File: src/rtl/baud_src_pkg.sv
package baud_src_pkg;

  typedef enum logic [1:0] {
    SRC_BUS   = 2'b00,
    SRC_PIN16 = 2'b01,
    SRC_PIN1  = 2'b10,
    SRC_OFF   = 2'b11
  } srcMode_e;

  // control -> datapath strobes
  typedef struct packed {
    logic     restart;
    logic     pinEdge;
    srcMode_e mode;
  } ctrlStrobe_t;

endpackage

File: src/rtl/baud_src_ctrl.sv
module baud_src_ctrl
  import baud_src_pkg::*;
#(
  parameter int DIV_W       = 16,
  parameter int SYNC_STAGES = 2
) (
  input  logic              clk,
  input  logic              rst_n,
  input  logic              extPin,
  input  logic [1:0]        clkSel,
  input  logic [DIV_W-1:0]  divWord,
  output ctrlStrobe_t       strobe
);

  localparam int CFG_W = DIV_W + 2;

  logic [CFG_W-1:0]     cfgQ;
  logic [CFG_W-1:0]     cfgNow;
  logic [SYNC_STAGES:0] syncQ;
  logic                 cfgChanged;

  assign cfgNow     = {clkSel, divWord};
  assign cfgChanged = (cfgNow != cfgQ);

  always_ff @(posedge clk) begin
    if (!rst_n) begin
      cfgQ  <= '0;
      syncQ <= '0;
    end else begin
      cfgQ  <= cfgNow;
      syncQ <= {syncQ[SYNC_STAGES-1:0], extPin};
    end
  end

  always_comb begin
    strobe.restart = cfgChanged;
    strobe.pinEdge = syncQ[SYNC_STAGES-1] & ~syncQ[SYNC_STAGES];
    strobe.mode    = srcMode_e'(cfgQ[CFG_W-1 -: 2]);
  end

  initial begin
    assert (SYNC_STAGES >= 2) else $error("SYNC_STAGES must be at least 2");
  end

  // a detected pin edge is never followed directly by another
  assert_edge_isolated_R6: assert property (@(posedge clk) disable iff (!rst_n)
    strobe.pinEdge |=> !strobe.pinEdge);

endmodule

File: src/rtl/baud_src_dp.sv
module baud_src_dp
  import baud_src_pkg::*;
#(
  parameter int PRESCALE   = 32,
  parameter int DIV_W      = 16,
  parameter int OVERSAMPLE = 16
) (
  input  logic             clk,
  input  logic             rst_n,
  input  ctrlStrobe_t      strobe,
  input  logic [DIV_W-1:0] divWord,
  output logic             os16En,
  output logic             bitEn
);

  localparam int PRE_W = (PRESCALE > 1) ? $clog2(PRESCALE) : 1;
  localparam int OS_W  = (OVERSAMPLE > 1) ? $clog2(OVERSAMPLE) : 1;

  logic [PRE_W-1:0] presc;
  logic [DIV_W-1:0] divCnt;
  logic [OS_W-1:0]  osCnt;
  logic [DIV_W-1:0] divEff;
  logic             prescTick;
  logic             busFire;
  logic             os16Fire;
  logic             osWrap;
  logic             bitFire;

  always_comb begin
    divEff    = (divWord == '0) ? DIV_W'(1) : divWord;
    prescTick = (presc == PRE_W'(PRESCALE - 1));
    busFire   = prescTick && (divCnt == divEff - DIV_W'(1));
    osWrap    = (osCnt == OS_W'(OVERSAMPLE - 1));
    unique case (strobe.mode)
      SRC_BUS:   os16Fire = busFire;
      SRC_PIN16: os16Fire = strobe.pinEdge;
      default:   os16Fire = 1'b0;
    endcase
    if (strobe.mode == SRC_PIN1) bitFire = strobe.pinEdge;
    else                         bitFire = os16Fire && osWrap;
  end

  always_ff @(posedge clk) begin
    if (!rst_n || strobe.restart) begin
      presc  <= '0;
      divCnt <= '0;
      osCnt  <= '0;
      os16En <= 1'b0;
      bitEn  <= 1'b0;
    end else begin
      presc <= prescTick ? '0 : presc + PRE_W'(1);
      if (prescTick) divCnt <= busFire ? '0 : divCnt + DIV_W'(1);
      if (os16Fire)  osCnt  <= osWrap ? '0 : osCnt + OS_W'(1);
      os16En <= os16Fire;
      bitEn  <= bitFire;
    end
  end

  assert_os_width_R11: assert property (@(posedge clk) disable iff (!rst_n)
    os16En |=> !os16En);
  assert_bit_width_R11: assert property (@(posedge clk) disable iff (!rst_n)
    bitEn |=> !bitEn);
  assert_restart_quiet_R10: assert property (@(posedge clk) disable iff (!rst_n)
    strobe.restart |=> (!os16En && !bitEn));
  assert_bit_on_os_R5: assert property (@(posedge clk) disable iff (!rst_n)
    (bitEn && strobe.mode != SRC_PIN1) |-> os16En);
  assert_pin1_no_os_R7: assert property (@(posedge clk) disable iff (!rst_n)
    (strobe.mode == SRC_PIN1) |-> !os16En);
  assert_off_silent_R8: assert property (@(posedge clk) disable iff (!rst_n)
    (strobe.mode == SRC_OFF) |-> !(os16En || bitEn));

endmodule

File: src/rtl/baud_clk_gen.sv
module baud_clk_gen
  import baud_src_pkg::*;
#(
  parameter int PRESCALE    = 32,
  parameter int OVERSAMPLE  = 16,
  parameter int SYNC_STAGES = 2
) (
  input  logic       clk,
  input  logic       rst_n,
  input  logic       extPin,
  input  logic [1:0] clkSel,
  input  logic [7:0] divHi,
  input  logic [7:0] divLo,
  output logic       os16En,
  output logic       bitEn,
  output logic       pinInUse
);

  localparam int DIV_W = 16;

  logic [DIV_W-1:0] divWord;
  ctrlStrobe_t      strobe;

  assign divWord  = {divHi, divLo};
  assign pinInUse = (srcMode_e'(clkSel) == SRC_PIN16) || (srcMode_e'(clkSel) == SRC_PIN1);

  baud_src_ctrl #(
    .DIV_W      (DIV_W),
    .SYNC_STAGES(SYNC_STAGES)
  ) u_ctrl (
    .clk    (clk),
    .rst_n  (rst_n),
    .extPin (extPin),
    .clkSel (clkSel),
    .divWord(divWord),
    .strobe (strobe)
  );

  baud_src_dp #(
    .PRESCALE  (PRESCALE),
    .DIV_W     (DIV_W),
    .OVERSAMPLE(OVERSAMPLE)
  ) u_dp (
    .clk    (clk),
    .rst_n  (rst_n),
    .strobe (strobe),
    .divWord(divWord),
    .os16En (os16En),
    .bitEn  (bitEn)
  );

endmodule

File: config.mk
export PLATFORM = sky130hd
export DESIGN_NAME = baud_clk_gen
export DESIGN_NICKNAME = d
export VERILOG_FILES = /design/src/rtl/baud_src_pkg.sv /design/src/rtl/baud_src_ctrl.sv /design/src/rtl/baud_src_dp.sv /design/src/rtl/baud_clk_gen.sv
export SDC_FILE = /design/constraint.sdc
export NUM_CORES = 1
export LEC_CHECK = 0
export ABC_AREA = 1
export BUFFER_PORTS_ARGS = -buffer_cell sky130_fd_sc_hd__buf_4
export CORE_ASPECT_RATIO = 0.6
export CORE_MARGIN = 4
export CORE_UTILIZATION = 62
export CTS_BUF_LIST = sky130_fd_sc_hd__clkbuf_2
export CTS_CLUSTER_SIZE = 40
export DETAILED_ROUTE_END_ITERATION = 10
export GPL_ROUTABILITY_DRIVEN = 0
export PLACE_DENSITY = 0.81
export SLEW_MARGIN = 0
export SYNTH_ARGS = -nofsm -noshare
export SYNTH_HDL_FRONTEND = slang
export SYNTH_SLANG_ARGS = --single-unit
File: constraint.sdc
create_clock -name clk -period 3.24 [get_ports clk]
set_clock_uncertainty 0.1 [all_clocks]
set_input_delay 0.324 -clock clk [delete_from_list [all_inputs] [get_ports clk]]
set_output_delay 0.324 -clock clk [all_outputs]
set_load 0.01 [all_outputs]
==> impl_metrics.csv <==
group,metric,value,unit
outcome,run_status,"complete, no violations",
synthesis,synth_area,2910,um^2
pwr,switching_share,29.6,%
synthesis,synth.yosys.warnings,0,
worst_setup_path,cp.arrival,3280,ps
finish,fin_util,76.2,%
floorplan,floorplan.die.width,96.5,um
worst_setup_path,crit_buf_inv,4,
worst_setup_path,endpoint_kind,"flop",
synthesis,synth.lib_cells_used.distinct,36,
clock_network,htree_num_levels,2,
routing,num_vias,2824,
global_routing,track_usage,25.8,%
pwr,internal-power,726,uW
synthesis,syn-mean-instance-area,6.76,um^2
routing,postRouteAntennaNets,0,
worst_setup_path,crit_top_cell,"sky130_fd_sc_hd__nand2_1",
pwr,power_switching,306,uW
worst_setup_path,cp_data_required_time,3510,ps
worst_setup_path,crit_path_cell_trace,"dlygate4sd3_1 > buf_4 > nor2_2 > nand2_1 > nor2_1 > nand2_2 > nand2_1 > inv_1 > ha_2 > nand2_2 > inv_1 > nand2_1 > xor2_2 > xor2_1 > nand3_1 > nor2_1 > nand2_1 > nand2_2 > nand3_1 > nand2_1 > a21oi_1",
floorplan,die_y,61.1,um
synthesis,synth_async_sr_flop_share,0,%
global_routing,grt_first_pass_wirelength,11.5,mm
job,max_cap_viol_count,0,
floorplan,rows,18,
floorplan,initial_core_util,67.4,%
sta,slew_headroom,65.5,%
routing,detail_route.wl_per_cell,13.9,um
sta,rsz_0062_raised_after_global_routing,"false",
synthesis,synth_fp_nets,457,
clock_network,clock_network_latency_to_the_later_pin_of_the_worst_skew_pair,430,ps
routing,drc,0,
routing,tritonroute_pass_1_iters,7,
pwr,power_frac_seq,59.4,%
worst_setup_path,max_stage_delay,540,ps
finish,post-route-cell-area,3300,um^2
floorplan,design.portCount,24,
sta,finalCritPeriodShare,92.9,%
clock_network,cts.reportedPaths.clkPinSlew,250,ps
worst_setup_path,cp-start-kind,"input pin",
place,detailedPlacementHpwl,5.63,mm
synthesis,ys_ff_latch,48,
pwr,p_clk_share,24.7,%
floorplan,floorplan.core_area,4320,um^2
worst_setup_path,path_delay_family,"simple AND/OR/NAND/NOR gates",
synthesis,synth_flop_cell,"sky130_fd_sc_hd__dfxtp_1",
hold_path,timing.hold.worst.class,"in2reg",
synthesis,post_synth_main_area_contributors,"sky130_fd_sc_hd__dfxtp_1 33%, sky130_fd_sc_hd__nand2_1 14%, sky130_fd_sc_hd__inv_1 9.5%, sky130_fd_sc_hd__xor2_1 7.5%, sky130_fd_sc_hd__nor2_1 6.6%",
clock_network,cts_tree,"done",
routing,route.final.wire_length,7.35,mm
worst_setup_path,worstSetupPathType,"in2reg",
finish,final_layout_size_suffix_gt1_share,15.2,%
synthesis,ys_top_cells_by_count,"107 x sky130_fd_sc_hd__nand2_1, 74 x sky130_fd_sc_hd__inv_1, 51 x sky130_fd_sc_hd__nor2_1",
synthesis,synth_edf_count,0,
pwr,finalPower,1030,uW
finish,layout-area-overhead-vs-synth,13.1,%
synthesis,portion_of_the_post_synthesis_area_used_by_sequential_elements,33.0,%
floorplan,design.die.area,5890,um^2
pwr,power_per_cell_area,313,nW/um^2
sta,maxClockFrequency,332,MHz
routing,detail_route.iter0.violations,276,
synthesis,post-synth-top-area-cell,"sky130_fd_sc_hd__dfxtp_1",
sta,final.setup.tns,0,ps
routing,vias_per_cell,5.35,
clock_network,cts_max_path_buffers,2,
clock_network,postCtsSetupBuffers,0,
pwr,power.share.combinational,15.9,%
sta,final-setup-viol-count,0,
global_routing,grt.overflow.total,0,
synthesis,synthCells,431,
worst_setup_path,cp_max_fo,7,
global_routing,grt_pass1_vias,2428,
global_routing,antenna_found_initial,0,
global_routing,largest_net_degree_at_the_start_of_global_routing,23,
synthesis,synth.top_cell.area_share,33.0,%
finish,fin_nets,493,
sta,final.min_clock_period,3010,ps
worst_setup_path,slowest_stage,"sky130_fd_sc_hd__dlygate4sd3_1",
finish,insertedDiodeCount,0,
synthesis,post-synth-top-count-cell,"sky130_fd_sc_hd__nand2_1",
sta,tightest_slew,517,ps
pwr,max-vdd-ir-drop,0.000226,V
clock_network,tritoncts_num_sinks,48,
clock_network,root_buffer,"sky130_fd_sc_hd__clkbuf_2",
clock_network,numCtsBuffers,5,
place,place.port_buffers,23,
pwr,power.static_leakage,0.00159,uW
sta,number_of_hold_violations_in_the_final_report,0,
place,place_area,3120,um^2
sta,timing_max_transition_violations_final,0,
sta,worst_hold_margin,1.17,ps
finish,fillCellCount,342,
cell families (layout without fill, tap and decap cells):
group                      Yosys count  after routing  synth area share, %
AOI/OAI and AO/OA                   19             19                 4.21
xor gates and xnor gates            31             31                 9.58
adders and majority gates            5              5                 2.15
buffers and inverters               82            119                 11.6
DFF                                 48             48                 33.0
and+or+nand+nor                    246            246                 39.5
layout make-up:
type,count,area (um^2),share of cell area [%]
Multi-Input combinational cell,301,1630,49.6
Sequential cell,48,961,29.2
Timing Repair Buffer,37,305,9.26
Inverter,74,278,8.43
Tap cell,60,75.1,2.28
Clock buffer,5,25.0,0.759
Clock inverter,3,17.5,0.532
stage by stage:
step	cells	worst slack, ps
after floorplan	431	423
after global placement	509	224
after detailed placement	509	94.8
after CTS	521	104
after global routing	528	26.4
final	528	231
cells in the final DEF (no fill, tap or decap), drive strengths merged, types with 2 or more instances in the layout:
cell type and count:
a21oi 5, a221oi 2, and3 3, buf 26, clkbuf 5, clkinv 2
dfxtp 48, dlygate4sd3 11, ha 5, inv 75, nand2 112, nand3 31
nand4 16, nor2 65, nor3 8, nor3b 3, nor4 2, o21ai 6
or2 5, xnor2 5, xor2 26
power by group through the flow:
| stage | clock [uW] | combinational (uW) | sequential, uW |
|---|---|---|---|
| floorplan | 0 | 90.2 | 622 |
| CTS | 258 | 150 | 613 |
| finish | 255 | 164 | 613 |
| global placement | 0 | 141 | 623 |
| detailed placement | 0 | 145 | 623 |
| global route | 286 | 179 | 615 |
tightest hold or removal path: stages:
cell,delay [ps]
sky130_fd_sc_hd__buf_4,100
sky130_fd_sc_hd__nand2_1,50
sky130_fd_sc_hd__inv_1,40
path summary, 6_finish.rpt:
kind	startpoint	endpoint	slack (ps)	cells after the start
hold / removal	divLo[6]	u_ctrl.cfgQ[6]	1	3
hold reg to reg	u_ctrl.syncQ[0]	u_ctrl.syncQ[1]	340	2
setup reg to reg	u_dp.presc[0]	u_dp.divCnt[15]	360	18
setup / recovery	divLo[1]	u_dp.osCnt[0]	230	21
repair_timing:
| action | 4_1_cts | 5_1_grt |
|---|---|---|
| setup endpoints to repair | 0 | 19 |
| endpoints found under the hold margin | 4 | 7 |
| gates resized for setup | 0 | 5 |
| hold buffers | 4 | 7 |
metal layers:
| metal | GRT usage (%) | wire (um) |
|---|---|---|
| met1 | 36.5 | 3390 |
| met2 | 37.8 | 2950 |
| met3 | 8.55 | 886 |
| met4 | 5.99 | 95 |
| met5 | 5.00 | 35 |
registers in the layout, indices dropped and copies added, names as in the netlist:
signal,count
u_ctrl.syncQ,3
u_dp.osCnt,4
u_ctrl.cfgQ,18
u_dp.presc,5
u_dp.bitEn,1
u_dp.divCnt,16
u_dp.os16En,1
No activity file was read; power rests on OpenSTA's default activity.
